`src/rtl/lcd_pclk_pkg.sv`:
```
package lcd_pclk_pkg;

  localparam int unsigned PCD_W   = 10;
  localparam int unsigned FIELD_W = 5;
  localparam int unsigned MODE_W  = 3;

  typedef enum logic [MODE_W-1:0] {
    MODE_COL_SINGLE  = 3'd0,
    MODE_COL_DUAL    = 3'd1,
    MODE_MONO4_SINGLE = 3'd2,
    MODE_MONO4_DUAL  = 3'd3,
    MODE_MONO8_SINGLE = 3'd4,
    MODE_MONO8_DUAL  = 3'd5
  } panel_mode_e;

  // Minimum divider value per panel organisation; reserved codes take the strictest.
  function automatic logic [PCD_W-1:0] pcd_floor(input logic [MODE_W-1:0] mode);
    case (mode)
      MODE_COL_SINGLE:   pcd_floor = PCD_W'(1);
      MODE_COL_DUAL:     pcd_floor = PCD_W'(4);
      MODE_MONO4_SINGLE: pcd_floor = PCD_W'(2);
      MODE_MONO4_DUAL:   pcd_floor = PCD_W'(6);
      MODE_MONO8_SINGLE: pcd_floor = PCD_W'(6);
      default:           pcd_floor = PCD_W'(14);
    endcase
  endfunction

endpackage

```
`src/rtl/pcd_limit.sv`:
```
module pcd_limit
  import lcd_pclk_pkg::*;
#(
  parameter int unsigned PW = PCD_W,
  parameter int unsigned MW = MODE_W
) (
  input  logic [PW-1:0] pcd_i,
  input  logic [MW-1:0] mode_i,
  input  logic          stn_i,
  output logic [PW-1:0] pcd_o,
  output logic          clamp_o
);

  logic [PW-1:0] floor_v;

  always_comb begin
    floor_v = PW'(pcd_floor(MODE_W'(mode_i)));
    clamp_o = stn_i && (pcd_i < floor_v);
    pcd_o   = clamp_o ? floor_v : pcd_i;
  end

  always_comb begin
    AST_CLAMP_RESULT_ABOVE_FLOOR: assert (!stn_i || (pcd_o >= floor_v));
  end

endmodule

```
`src/rtl/pclk_divider.sv`:
```
module pclk_divider #(
  parameter int unsigned CW = 11
) (
  input  logic          clk_i,
  input  logic          rst_ni,
  input  logic [CW-1:0] ratio_i,
  output logic          pclk_o,
  output logic          pclk_en_o,
  output logic          bound_o
);

  logic [CW-1:0] cnt_q, term_q, half_q;
  logic [CW-1:0] cnt_nxt;
  logic          pclk_q, en_q;

  assign bound_o = (cnt_q == term_q);
  assign cnt_nxt = cnt_q + CW'(1);

  // term_q resets to 0 so the first edge after reset is a period start.
  always_ff @(posedge clk_i or negedge rst_ni) begin
    if (!rst_ni) begin
      cnt_q  <= '0;
      term_q <= '0;
      half_q <= '0;
      pclk_q <= 1'b0;
      en_q   <= 1'b0;
    end else if (bound_o) begin
      cnt_q  <= '0;
      term_q <= ratio_i - CW'(1);
      half_q <= ratio_i >> 1;
      pclk_q <= 1'b1;
      en_q   <= 1'b1;
    end else begin
      cnt_q  <= cnt_nxt;
      pclk_q <= cnt_nxt < half_q;
      en_q   <= 1'b0;
    end
  end

  assign pclk_o    = pclk_q;
  assign pclk_en_o = en_q;

  AST_CNT_IN_RANGE: assert property (@(posedge clk_i) disable iff (!rst_ni)
    cnt_q <= term_q);
  AST_EN_SINGLE_CYCLE: assert property (@(posedge clk_i) disable iff (!rst_ni)
    pclk_en_o |=> !pclk_en_o);
  AST_EN_WITH_HIGH_CLK: assert property (@(posedge clk_i) disable iff (!rst_ni)
    pclk_en_o |-> pclk_o);
  AST_FALL_AT_HALF: assert property (@(posedge clk_i) disable iff (!rst_ni)
    $fell(pclk_o) |-> (cnt_q == half_q));

endmodule

```
`src/rtl/bias_toggle.sv`:
```
module bias_toggle #(
  parameter int unsigned LW = 5
) (
  input  logic          clk_i,
  input  logic          rst_ni,
  input  logic          stn_i,
  input  logic          line_i,
  input  logic          load_i,
  input  logic [LW-1:0] len_i,
  output logic          bias_o
);

  logic [LW-1:0] lines_q, len_q;
  logic          bias_q;

  always_ff @(posedge clk_i or negedge rst_ni) begin
    if (!rst_ni) begin
      len_q <= '0;
    end else if (load_i) begin
      len_q <= len_i;
    end
  end

  // >= guards against a shorter period loaded while the count is past it.
  always_ff @(posedge clk_i or negedge rst_ni) begin
    if (!rst_ni) begin
      lines_q <= '0;
      bias_q  <= 1'b0;
    end else if (!stn_i) begin
      lines_q <= '0;
      bias_q  <= 1'b0;
    end else if (line_i) begin
      if (lines_q >= len_q) begin
        lines_q <= '0;
        bias_q  <= ~bias_q;
      end else begin
        lines_q <= lines_q + LW'(1);
      end
    end
  end

  assign bias_o = stn_i & bias_q;

  AST_BIAS_MOVES_ON_STROBE: assert property (@(posedge clk_i) disable iff (!rst_ni)
    (bias_q != $past(bias_q)) && $past(stn_i) |-> $past(line_i));
  AST_TFT_CLEARS_COUNT: assert property (@(posedge clk_i) disable iff (!rst_ni)
    !stn_i |=> (lines_q == '0) && !bias_q);
  AST_LEN_ONLY_AT_BOUND: assert property (@(posedge clk_i) disable iff (!rst_ni)
    !$past(load_i) |-> $stable(len_q));

endmodule

```
`src/rtl/lcd_pclk_bias.sv`:
```
module lcd_pclk_bias
  import lcd_pclk_pkg::*;
#(
  parameter int unsigned LO_W   = FIELD_W,
  parameter int unsigned HI_W   = FIELD_W,
  parameter int unsigned BIAS_W = 5,
  parameter int unsigned MD_W   = MODE_W
) (
  input  logic              clk_i,
  input  logic              rst_ni,
  input  logic              line_done_i,
  input  logic [LO_W-1:0]   div_lo_i,
  input  logic [HI_W-1:0]   div_hi_i,
  input  logic [BIAS_W-1:0] bias_len_i,
  input  logic [MD_W-1:0]   panel_mode_i,
  input  logic              stn_en_i,
  output logic              pclk_o,
  output logic              pclk_en_o,
  output logic              bias_o,
  output logic              div_clamp_o
);

  localparam int unsigned PW = LO_W + HI_W;
  localparam int unsigned CW = PW + 1;

  logic [PW-1:0] pcd_raw, pcd_eff;
  logic [CW-1:0] ratio;
  logic          bound;

  assign pcd_raw = {div_hi_i, div_lo_i};
  assign ratio   = CW'(pcd_eff) + CW'(2);

  pcd_limit #(.PW(PW), .MW(MD_W)) u_limit (
    .pcd_i   (pcd_raw),
    .mode_i  (panel_mode_i),
    .stn_i   (stn_en_i),
    .pcd_o   (pcd_eff),
    .clamp_o (div_clamp_o)
  );

  pclk_divider #(.CW(CW)) u_div (
    .clk_i     (clk_i),
    .rst_ni    (rst_ni),
    .ratio_i   (ratio),
    .pclk_o    (pclk_o),
    .pclk_en_o (pclk_en_o),
    .bound_o   (bound)
  );

  bias_toggle #(.LW(BIAS_W)) u_bias (
    .clk_i  (clk_i),
    .rst_ni (rst_ni),
    .stn_i  (stn_en_i),
    .line_i (line_done_i),
    .load_i (bound),
    .len_i  (bias_len_i),
    .bias_o (bias_o)
  );

  AST_DUAL_MONO8_FLOOR: assert property (@(posedge clk_i) disable iff (!rst_ni)
    bound && stn_en_i && (panel_mode_i == MD_W'(5)) |=> u_div.term_q >= CW'(15));
  AST_TFT_NO_FLAG: assert property (@(posedge clk_i) disable iff (!rst_ni)
    !stn_en_i |-> !div_clamp_o);

endmodule

```
`config.mk`:
```
export PLATFORM = sky130hd
export DESIGN_NAME = lcd_pclk_bias
export DESIGN_NICKNAME = d
export VERILOG_FILES = /design/src/rtl/lcd_pclk_pkg.sv /design/src/rtl/pcd_limit.sv /design/src/rtl/pclk_divider.sv /design/src/rtl/bias_toggle.sv /design/src/rtl/lcd_pclk_bias.sv
export SDC_FILE = /design/constraint.sdc
export NUM_CORES = 1
export LEC_CHECK = 0
export BUFFER_PORTS_ARGS = -buffer_cell sky130_fd_sc_hd__buf_4
export CORE_ASPECT_RATIO = 0.8
export CORE_MARGIN = 2
export CORE_UTILIZATION = 44
export CTS_BUF_LIST = sky130_fd_sc_hd__clkbuf_4
export CTS_CLUSTER_DIAMETER = 80
export CTS_CLUSTER_SIZE = 20
export DETAILED_ROUTE_END_ITERATION = 6
export PLACE_DENSITY_LB_ADDON = 0.2
export SYNTH_ARGS = -nofsm -noshare
export SYNTH_HDL_FRONTEND = slang
export SYNTH_SLANG_ARGS = --single-unit
```
`constraint.sdc`:
```
create_clock -name clk_i -period 5 [get_ports clk_i]
set_input_delay 0.5 -clock clk_i [delete_from_list [all_inputs] [get_ports clk_i]]
set_output_delay 0.5 -clock clk_i [all_outputs]
set_load 0.01 [all_outputs]
```
==> results of run 1 <==
-- power by group through the flow --
stage	Clock, W	Combinational (W)	Sequential (W)
3_5_place_dp	0	0.0000812	0.000378
6_report	0.000227	0.0000803	0.000372
2_1_floorplan	0	0.0000464	0.000378
3_3_place_gp	0	0.0000798	0.000378
4_1_cts	0.000234	0.0000814	0.000372
5_1_grt	0.000248	0.0000921	0.000372
-- sequential cells by signal, summed over array words and instances (netlist names) --
register         count
u_div.pclk_en_o      1
u_bias.bias_q        1
u_div.pclk_o         1
u_bias.len_q         5
u_bias.lines_q       5
u_div.term_q        11
u_div.half_q        10
u_div.cnt_q         11
-- through the flow --
stage,hold slack (ns),std cells,power [W]
floorplan,0.204,303,0.000424
global placement,0.513,405,0.000458
detailed placement,0.516,405,0.000460
CTS,0.125,413,0.000687
global route,0.140,413,0.000713
finish,0.0993,413,0.000679
-- worst min path at each step --
stage / startpoint / end / depth (start not counted)
finish: rst_ni / u_div.cnt_q[9]$_DFF_PN0_ / 1
CTS: rst_ni / u_div.cnt_q[9]$_DFF_PN0_ / 1
floorplan: rst_ni / u_bias.bias_q$_DFFE_PN0P_ / 0
global placement: u_div.term_q[6]$_DFFE_PN0P_ / u_div.term_q[6]$_DFFE_PN0P_ / 1
detailed placement: u_div.half_q[5]$_DFFE_PN0P_ / u_div.half_q[5]$_DFFE_PN0P_ / 2
global route: rst_ni / u_div.cnt_q[6]$_DFF_PN0_ / 1
-- cell type report --
class / count / area [µm²] / area share (%)
Timing Repair Buffer: 26 / 195 / 6.04
Sequential cell: 45 / 1130 / 34.8
Clock buffer: 5 / 37.5 / 1.16
Inverter: 18 / 67.6 / 2.09
Tap cell: 84 / 105 / 3.25
Clock inverter: 3 / 41.3 / 1.28
Multi-Input combinational cell: 232 / 1660 / 51.4
-- critical path, stage by stage --
cell     delay (ns)
buf_4          0.10
o21ai_0        0.17
ha_1           0.23
or4_4          0.53
a211o_1        0.35
nor2_1         0.32
nor2_1         0.07
a21oi_1        0.32
ha_1           0.33
or2b_2         0.36
or4_1          0.51
a32oi_1        0.23
xor2_1         0.16
a21oi_1        0.08
-- logic make-up after synthesis --
group                      count (synthesis)
AOI/OAI and AO/OA                         68
xor gates and xnor gates                  33
adders and majority gates                 22
buffers and inverters                     26
DFF                                       45
muxes                                     10
and+or+nand+nor                           99
-- layout by cell type (no fill, tap or decap), types with 2 or more instances in the layout --
cell type	instances
a211oi_1	2
a21o_1	2
a21oi_1	20
and2_1	2
and3_1	2
and3_2	2
and4_1	3
buf_4	26
clkbuf_4	5
dfrtp_1	45
ha_1	22
inv_1	18
mux2_2	9
nand2_1	26
nand2b_1	4
nand3_1	10
nand4_1	5
nor2_1	25
nor2b_1	6
nor3_1	5
o211ai_1	2
o21a_1	3
o21ai_0	19
o41a_1	7
xnor2_1	20
xor2_1	13
-- per-layer routing --
| layer | track usage, % | vias to the layer above |
|---|---|---|
| met2 | 26.7 | 33 |
| met1 | 26.7 | 1004 |
| li1 | - | 1132 |
| met4 | 4.06 | 0 |
| met3 | 3.76 | 4 |
| met5 | 0 | - |
==> impl_metrics.tcl, run 1 <==
set metrics [dict create \
    outcome "finished, final reports clean" \
    p_sw_share_pct 25.5 \
    final_util_pct 50.7 \
    reg2reg_from "u_div.cnt_q[0]$_DFF_PN0_" \
    fill_cells 641 \
    yosysMostFrequentCell "dfrtp_1" \
    grt_use_total_pct 17.9 \
    wl_met1_um 3020 \
    slew_viol_final 0 \
    setup_viol 0 \
    initial_core_util_pct 45.3 \
    async_reset_ff_share_pct 100 \
    power.leakage_nw 1.47 \
    worstPathArrival_ns 4.27 \
    via_count 2173 \
    fin_crit_ns 4.02 \
    fin_ws_ns 0.976 \
    dr_wl_met3_um 208 \
    skew_ns 0.0175 \
    num_antenna_cells 0 \
    fmax_ghz 0.249 \
    clock_power_share_pct 33.4 \
    ctsResizeCount 0 \
    ys_seq_area_share_pct 39.0 \
    yosys-top-cells-area "dfrtp_1, ha_1, xnor2_1" \
    crit_path_max_fanout 6 \
    cts_tree "done" \
    ys_types 51 \
    synth_mux_area_share_pct 3.86 \
    vias_per_cell 5.26 \
    cts_buffers 5 \
    clock_sinks 45 \
    sequentialPowerShare_pct 54.8 \
    final_area_mm2 0.00323 \
    die_w_um 94.6 \
    root_buffer "clkbuf_4" \
    pwr-share-comb_pct 11.8 \
    peakVddDrop_mv 0.125 \
    die_h_um 76.4 \
    r2r-end "u_div.pclk_o$_DFF_PN0_" \
    synth-compound-area-share_pct 16.3 \
    max_slew_margin_pct 52.7 \
    portBuffers 25 \
    dieArea_mm2 0.00723 \
    critical_path_class "in2reg" \
    p_sw_w 0.000173 \
    synth_top_area_share_pct 39.0 \
    antenna_left 0 \
    ys.flop_type "dfrtp_1" \
    syn_to_final_growth_pct 12.0 \
    p_int_w 0.000506 \
    yosys_warnings 0 \
    num_io_pins 26 \
    synth_common_cells "dfrtp_1, nand2_1, nor2_1" \
    synth_edf_count 0 \
    core_area_mm2 0.00638 \
    reg2reg_depth 10 \
    finalWirelength_um 5690 \
    ff2ff_setup_slack_ns 2.78 \
    drt_iter0_markers 104 \
    synthAdderAreaFrac_pct 9.54 \
    finalHoldViolCount 0 \
    drive_above_1_share_pct 16.4 \
    drc 0 \
    cts_setup_buffers 0 \
    routed.top_layer "met4" \
    pre_cts_ws_ns 0.617 \
    worstPathRequired_ns 5.24 \
    place_congestion 0.790 \
    synth_top_family_by_area "simple AND/OR/NAND/NOR gates" \
    period_share_pct 80.5 \
    synth_seq_cells 45 \
    netlist_area_mm2 0.00289 \
    clk_latency_ns 0.36 \
    drv_cap 0 \
    drt-pass1-iter-count 6 \
    wl_met2_um 2420 \
    syn_area_per_cell_um2 9.53 \
    synth_simple_gate_area_share_pct 17.6 \
    synth-xor-area-share_pct 10.0 \
    synth_area_leader_cell "dfrtp_1" \
    hold_buffers 0 \
    setup.worst_path.start "panel_mode_i[1]" \
    synthesis.nets 347 \
    critPathCaptureType "flip-flop" \
    dpl_cell_area_mm2 0.00315 \
    cp-start-kind "input port" \
    first_global_vias 2202 \
    h-tree-depth 2 \
    grt_pass1_wl_um 10500 \
    ctsLongestPathBuffers 2 \
    critPathCapture "u_div.term_q[8]$_DFFE_PN0P_" \
    dpl.hpwl_um 4320 \
    syn_inst 303 \
    powerDensity_mw_per_mm2 210 \
    wl_per_cell_um 13.8 \
    grt_antenna_before_repair 0 \
    grt_start_max_net_pins 53 \
    grt-ovfl-total 0 \
    tns_ns 0 \
    rows 26 \
    rsz0062_at_grt "no" \
    tightest_slew_ns 0.710 \
    clk_pin_slew_ns 0.14 \
    hp-class "in2async" \
    layout.nets 372 \
]
Note: power is estimated with default switching activity, not from simulation.
==> run 2, diff against run 1 <==
- clock period: 5 -> 4.1 ns (I/O delays scaled with it)
==> run 2 against run 1 <==
Against the previous run: sequential share of layout area decreased by 0.32 points; clock power increased by 22%; critical path type unchanged; worst hold slack got worse by 0.089 ns; largest cell class unchanged; global-route usage fell by 0.24 points; design area rose by 0.93%.
==> impl_metrics.tcl, run 2 (synthesis gave the netlist of run 1 again) <==
set metrics [dict create \
    num_antenna_cells 0 \
    power.leakage_nw 1.49 \
    clock_sinks 45 \
    fill_cells 635 \
    antenna_left 0 \
    h-tree-depth 2 \
    crit_family "simple AND/OR/NAND/NOR gates" \
    drt_iter0_markers 71 \
    finalHoldViolCount 0 \
    num_io_pins 26 \
    cts_buffers 5 \
    cts_setup_buffers 0 \
    drive_above_1_share_pct 17.4 \
    reg_top3 "u_div.cnt_q x11, u_div.term_q x11, u_div.half_q x10" \
    first_global_vias 2208 \
    layout_commonest_cell "dfrtp_1" \
    final_cell_mix "dfrtp_1, buf_4, nand2_1" \
    ctsResizeCount 0 \
    drt-pass1-iter-count 4 \
    place_congestion 0.855 \
    dieArea_mm2 0.00723 \
    skew_ns 0.0206 \
    cp-start-kind "input port" \
    critical_path_class "in2reg" \
    core_area_mm2 0.00638 \
    root_buffer "clkbuf_4" \
    fmax_ghz 0.270 \
    vias_per_cell 5.32 \
    ctsLongestPathBuffers 2 \
    dpl.hpwl_um 4430 \
    cp_num_buf_inv 3 \
    period_share_pct 90.4 \
    rsz0062_at_grt "no" \
    grt_use_total_pct 17.7 \
    grt_start_max_net_pins 53 \
    holdWs_ns 0.0105 \
    grt-ovfl-total 0 \
    portBuffers 25 \
    slowest_stage "or4_4" \
    drv_cap 0 \
    fin_crit_ns 3.71 \
    hold_buffers 0 \
    critPathCaptureType "flip-flop" \
    outcome "finished, final reports clean" \
    tightest_slew_ns 0.722 \
    worstPathRequired_ns 4.33 \
    layout.nets 376 \
    initial_core_util_pct 45.3 \
    die_w_um 94.6 \
    syn_to_final_growth_pct 13.0 \
    die_h_um 76.4 \
    crit_path_max_fanout 6 \
    clk_latency_ns 0.37 \
    hp-class "in2async" \
    tns_ns 0 \
    clk_pin_slew_ns 0.15 \
    finalWirelength_um 5850 \
    worstPathArrival_ns 3.93 \
    max_slew_margin_pct 51.9 \
    peakVddDrop_mv 0.123 \
    via_count 2218 \
    slew_viol_final 0 \
    wl_per_cell_um 14.0 \
    crit_path_cell_trace "buf_4 > o21ai_0 > ha_1 > or4_4 > a211o_1 > nor2_1 > buf_4 > mux2_2 > inv_1 > ha_1 > or2b_2 > or4_1 > a32oi_1 > xor2_1 > a21oi_1" \
    grt_antenna_before_repair 0 \
    grt_pass1_wl_um 10200 \
    setup_viol 0 \
    drc 0 \
    max_stage_delay_ns 0.53 \
    cts_tree "done" \
    powerDensity_mw_per_mm2 255 \
    rows 26 \
]
-- run 2: cell count changes in the layout (fill, tap and decap cells not counted), sizes merged --
| cell | change |
|---|---|
| buf | +4 |
-- run 2: layer usage --
metal  share of wire, %  track usage (%)  vias up
met5                  0                0        -
met4               0.91             4.49        0
met3                3.4             3.76        6
met2                 43             27.0       44
met1                 53             25.5     1033
li1                   -                -     1135
-- run 2: report_power, final --
group	leakage, nW	internal, W	switching (W)	total [W]
Clock	0.0389	0.000126	0.000150	0.000276
Sequential	0.506	0.000449	0.00000456	0.000453
Combinational	0.948	0.0000442	0.0000583	0.000102
Total	1.49	0.000619	0.000213	0.000832
-- run 2: final timing paths --
path / endpoint / slack, ns / from / depth (start not counted)
worst max register to register: u_div.pclk_o$_DFF_PN0_ / 1.82 / u_div.cnt_q[0]$_DFF_PN0_ / 10
worst max-delay path: u_div.term_q[8]$_DFFE_PN0P_ / 0.39 / panel_mode_i[2] / 15
min in group clk_i: u_bias.len_q[1]$_DFFE_PN0P_ / 0.25 / bias_len_i[1] / 3
worst min register to register: u_div.term_q[5]$_DFFE_PN0P_ / 0.55 / u_div.term_q[5]$_DFFE_PN0P_ / 1
max in group asynchronous: u_div.term_q[1]$_DFFE_PN0P_ / 3.69 / rst_ni / 1
worst min-delay path: u_div.cnt_q[10]$_DFF_PN0_ / 0.01 / rst_ni / 1
-- run 2: worst reg2reg max path, delay by kind of cell, from the launching register on --
kind,cells,cell delay [ns]
DFF,1,0.48
and+or+nand+nor,1,0.09
AOI/OAI and AO/OA,7,1.06
adders and majority gates,2,0.60
-- run 2: area by class of cell --
| cell class | instances | area [µm²] | area share, % |
|---|---|---|---|
| clock buffer | 5 | 37.5 | 1.15 |
| clock inverter | 3 | 41.3 | 1.27 |
| inverter | 18 | 67.6 | 2.07 |
| multi-input combinational | 232 | 1660 | 50.9 |
| sequential | 45 | 1130 | 34.5 |
| tap | 84 | 105 | 3.22 |
| timing repair buffer | 30 | 225 | 6.90 |
-- run 2: metrics by stage --
step	util, %	std cells	power (W)	worst slack (ns)	area, µm²
5_1_grt	51.2	417	0.000878	0.259	3260
4_1_cts	51.2	417	0.000840	0.426	3260
6_report	51.2	417	0.000832	0.394	3260
3_3_place_gp	49.9	409	0.000563	0.163	3180
3_5_place_dp	49.9	409	0.000565	0.0439	3180
2_1_floorplan	-	303	0.000517	0.143	2890
==> run 3, diff against run 2 <==
- ABC_AREA: not set -> 1
==> run 3 against run 2 <==
Against the previous run: combinational power is 14% higher; clock power hardly changed; critical endpoint is now u_div.term_q[9]$_DFFE_PN0P_; sequential share of layout area is 1.3 points lower; sequential power is 2% higher; largest cell class unchanged.
==> impl_metrics.tcl, run 3 <==
set metrics [dict create \
    outcome "finished, final reports clean" \
    via_count 2428 \
    drt_iter0_markers 102 \
    rsz0062_at_grt "no" \
    dpl.hpwl_um 4570 \
    syn_area_per_cell_um2 7.89 \
    clk_latency_ns 0.36 \
    async_reset_ff_share_pct 100 \
    setup_viol 0 \
    layout.nets 455 \
    crit_path_max_fanout 8 \
    ctsLongestPathBuffers 2 \
    cts_buffers 5 \
    cp_num_buf_inv 2 \
    rows 27 \
    wl_per_cell_um 12.0 \
    antenna_left 0 \
    first_global_vias 2361 \
    max_slew_margin_pct 61.2 \
    yosysMostFrequentCell "nand2_1" \
    grt_use_total_pct 17.3 \
    reg_top3 "u_div.cnt_q x11, u_div.term_q x11, u_div.half_q x10" \
    synth_common_cells "nand2_1, inv_1, dfrtp_1" \
    die_h_um 78.2 \
    syn_inst 384 \
    worstPathArrival_ns 3.02 \
    core_area_mm2 0.00679 \
    period_share_pct 67.8 \
    num_antenna_cells 0 \
    path_depth 19 \
    ys_types 38 \
    die_w_um 96.8 \
    ff2ff_setup_slack_ns 1.74 \
    drive_above_1_share_pct 18.2 \
    finalHoldViolCount 0 \
    tightest_slew_ns 0.582 \
    crit_top_cell "nand2_1" \
    critPathCaptureType "flip-flop" \
    place_congestion 0.831 \
    layout_commonest_cell "nand2_1" \
    fmax_ghz 0.360 \
    grt_pass1_wl_um 10900 \
    synth_edf_count 0 \
    final_cell_mix "nand2_1, inv_1, dfrtp_1" \
    critPathCapture "u_div.term_q[9]$_DFFE_PN0P_" \
    synth_seq_cells 45 \
    drv_cap 0 \
    grt_start_max_net_pins 46 \
    peakVddDrop_mv 0.149 \
    slew_viol_final 0 \
    grt_antenna_before_repair 0 \
    clock_sinks 45 \
    finalWirelength_um 5990 \
    dieArea_mm2 0.00757 \
    ys_seq_area_share_pct 37.2 \
    drc 0 \
    synthesis.nets 428 \
    yosys-top-cells-area "dfrtp_1, nand2_1, ha_1" \
    grt-ovfl-total 0 \
    setup.worst_path.start "panel_mode_i[1]" \
    tns_ns 0 \
    fin_crit_ns 2.78 \
    reg2reg_depth 14 \
    powerDensity_mw_per_mm2 253 \
    clk_pin_slew_ns 0.14 \
    ctsResizeCount 0 \
    cts_tree "done" \
    ys.flop_type "dfrtp_1" \
    final_area_mm2 0.00339 \
    worstPathRequired_ns 4.34 \
    netlist_area_mm2 0.00303 \
    vias_per_cell 4.87 \
    cts_setup_buffers 0 \
    slowest_stage "ha_1" \
    dp_cells 491 \
    initial_core_util_pct 44.6 \
    r2r-end "u_div.pclk_o$_DFF_PN0_" \
    fin_cells 499 \
    crit_family "simple AND/OR/NAND/NOR gates" \
    synth_top_area_share_pct 37.2 \
    max_stage_delay_ns 0.31 \
    synth_area_leader_cell "dfrtp_1" \
    crit_path_cell_trace "buf_4 > o21ai_0 > ha_1 > nand2_1 > nand4_1 > nor2_4 > nand3_1 > nand2_4 > ha_1 > nand2_1 > inv_1 > nand2_4 > nor2_8 > xor2_4 > nand2_2 > nor2_4 > nand2_1 > nand2_1 > nand3_1" \
    syn_to_final_growth_pct 11.8 \
    dpl_cell_area_mm2 0.00331 \
    power_w 0.000856 \
    num_io_pins 26 \
    hp-class "in2async" \
    portBuffers 25 \
    hold_buffers 0 \
    power.leakage_nw 1.84 \
    root_buffer "clkbuf_4" \
    drt-pass1-iter-count 4 \
    reg2reg_from "u_div.cnt_q[0]$_DFF_PN0_" \
    yosys_warnings 0 \
    cp-start-kind "input port" \
    critical_path_class "in2reg" \
    h-tree-depth 2 \
    skew_ns 0.0201 \
]
[run 3: stage by stage]
step	setup slack (ns)	util, %	hold slack (ns)
3_5_place_dp	0.933	48.8	0.461
3_3_place_gp	1.04	48.8	0.459
4_1_cts	1.32	49.9	0.0500
5_1_grt	1.00	49.9	0.0535
6_report	1.32	49.9	0.0199
2_1_floorplan	1.30	-	0.114
[run 3: how the worst min path moves through the flow]
stage	slack, ns	cells after the start	endpoint
global placement	0.46	1	u_div.cnt_q[0]$_DFF_PN0_
finish	0.02	1	u_div.cnt_q[1]$_DFF_PN0_
detailed placement	0.46	1	u_div.cnt_q[0]$_DFF_PN0_
CTS	0.05	1	u_div.cnt_q[0]$_DFF_PN0_
global route	0.05	1	u_div.pclk_en_o$_DFF_PN0_
floorplan	0.11	0	u_bias.bias_q$_DFFE_PN0P_
[run 3: cell families (layout without fill, tap and decap cells)]
| family | after synthesis | after routing | synth area share [%] |
|---|---|---|---|
| AO/OA/AOI/OAI | 43 | 43 | 8.34 |
| XOR/XNOR | 17 | 17 | 5.53 |
| adder cells (fa/ha/maj) | 22 | 22 | 9.08 |
| buffers and inverters | 65 | 93 | 8.26 |
| flip-flops | 45 | 45 | 37.2 |
| AND/OR/NAND/NOR | 192 | 192 | 31.6 |
[run 3: area by class of cell]
| class | count | area (µm²) |
|---|---|---|
| clock buffers | 6 | 45.0 |
| repair buffers | 26 | 195 |
| multi-input cells | 274 | 1650 |
| flip-flops and latches | 45 | 1130 |
| well taps | 87 | 109 |
| fillers | 662 | 3400 |
| inverters | 59 | 226 |
| clock inverters | 2 | 33.8 |
[run 3: layer usage]
layer | track usage [%] | vias up | part of all wire, %
met5 | 0 | - | 0
met4 | 4.79 | 0 | 0.89
met3 | 3.03 | 4 | 3.1
met2 | 25.8 | 36 | 42
met1 | 25.9 | 1112 | 54
li1 | - | 1276 | -
[run 3: power by group]
part	total, W	switching, W	internal [W]
clock	0.000279	0.000145	0.000134
sequential	0.000461	0.00000812	0.000453
combinational	0.000116	0.0000704	0.0000455
total	0.000856	0.000224	0.000632
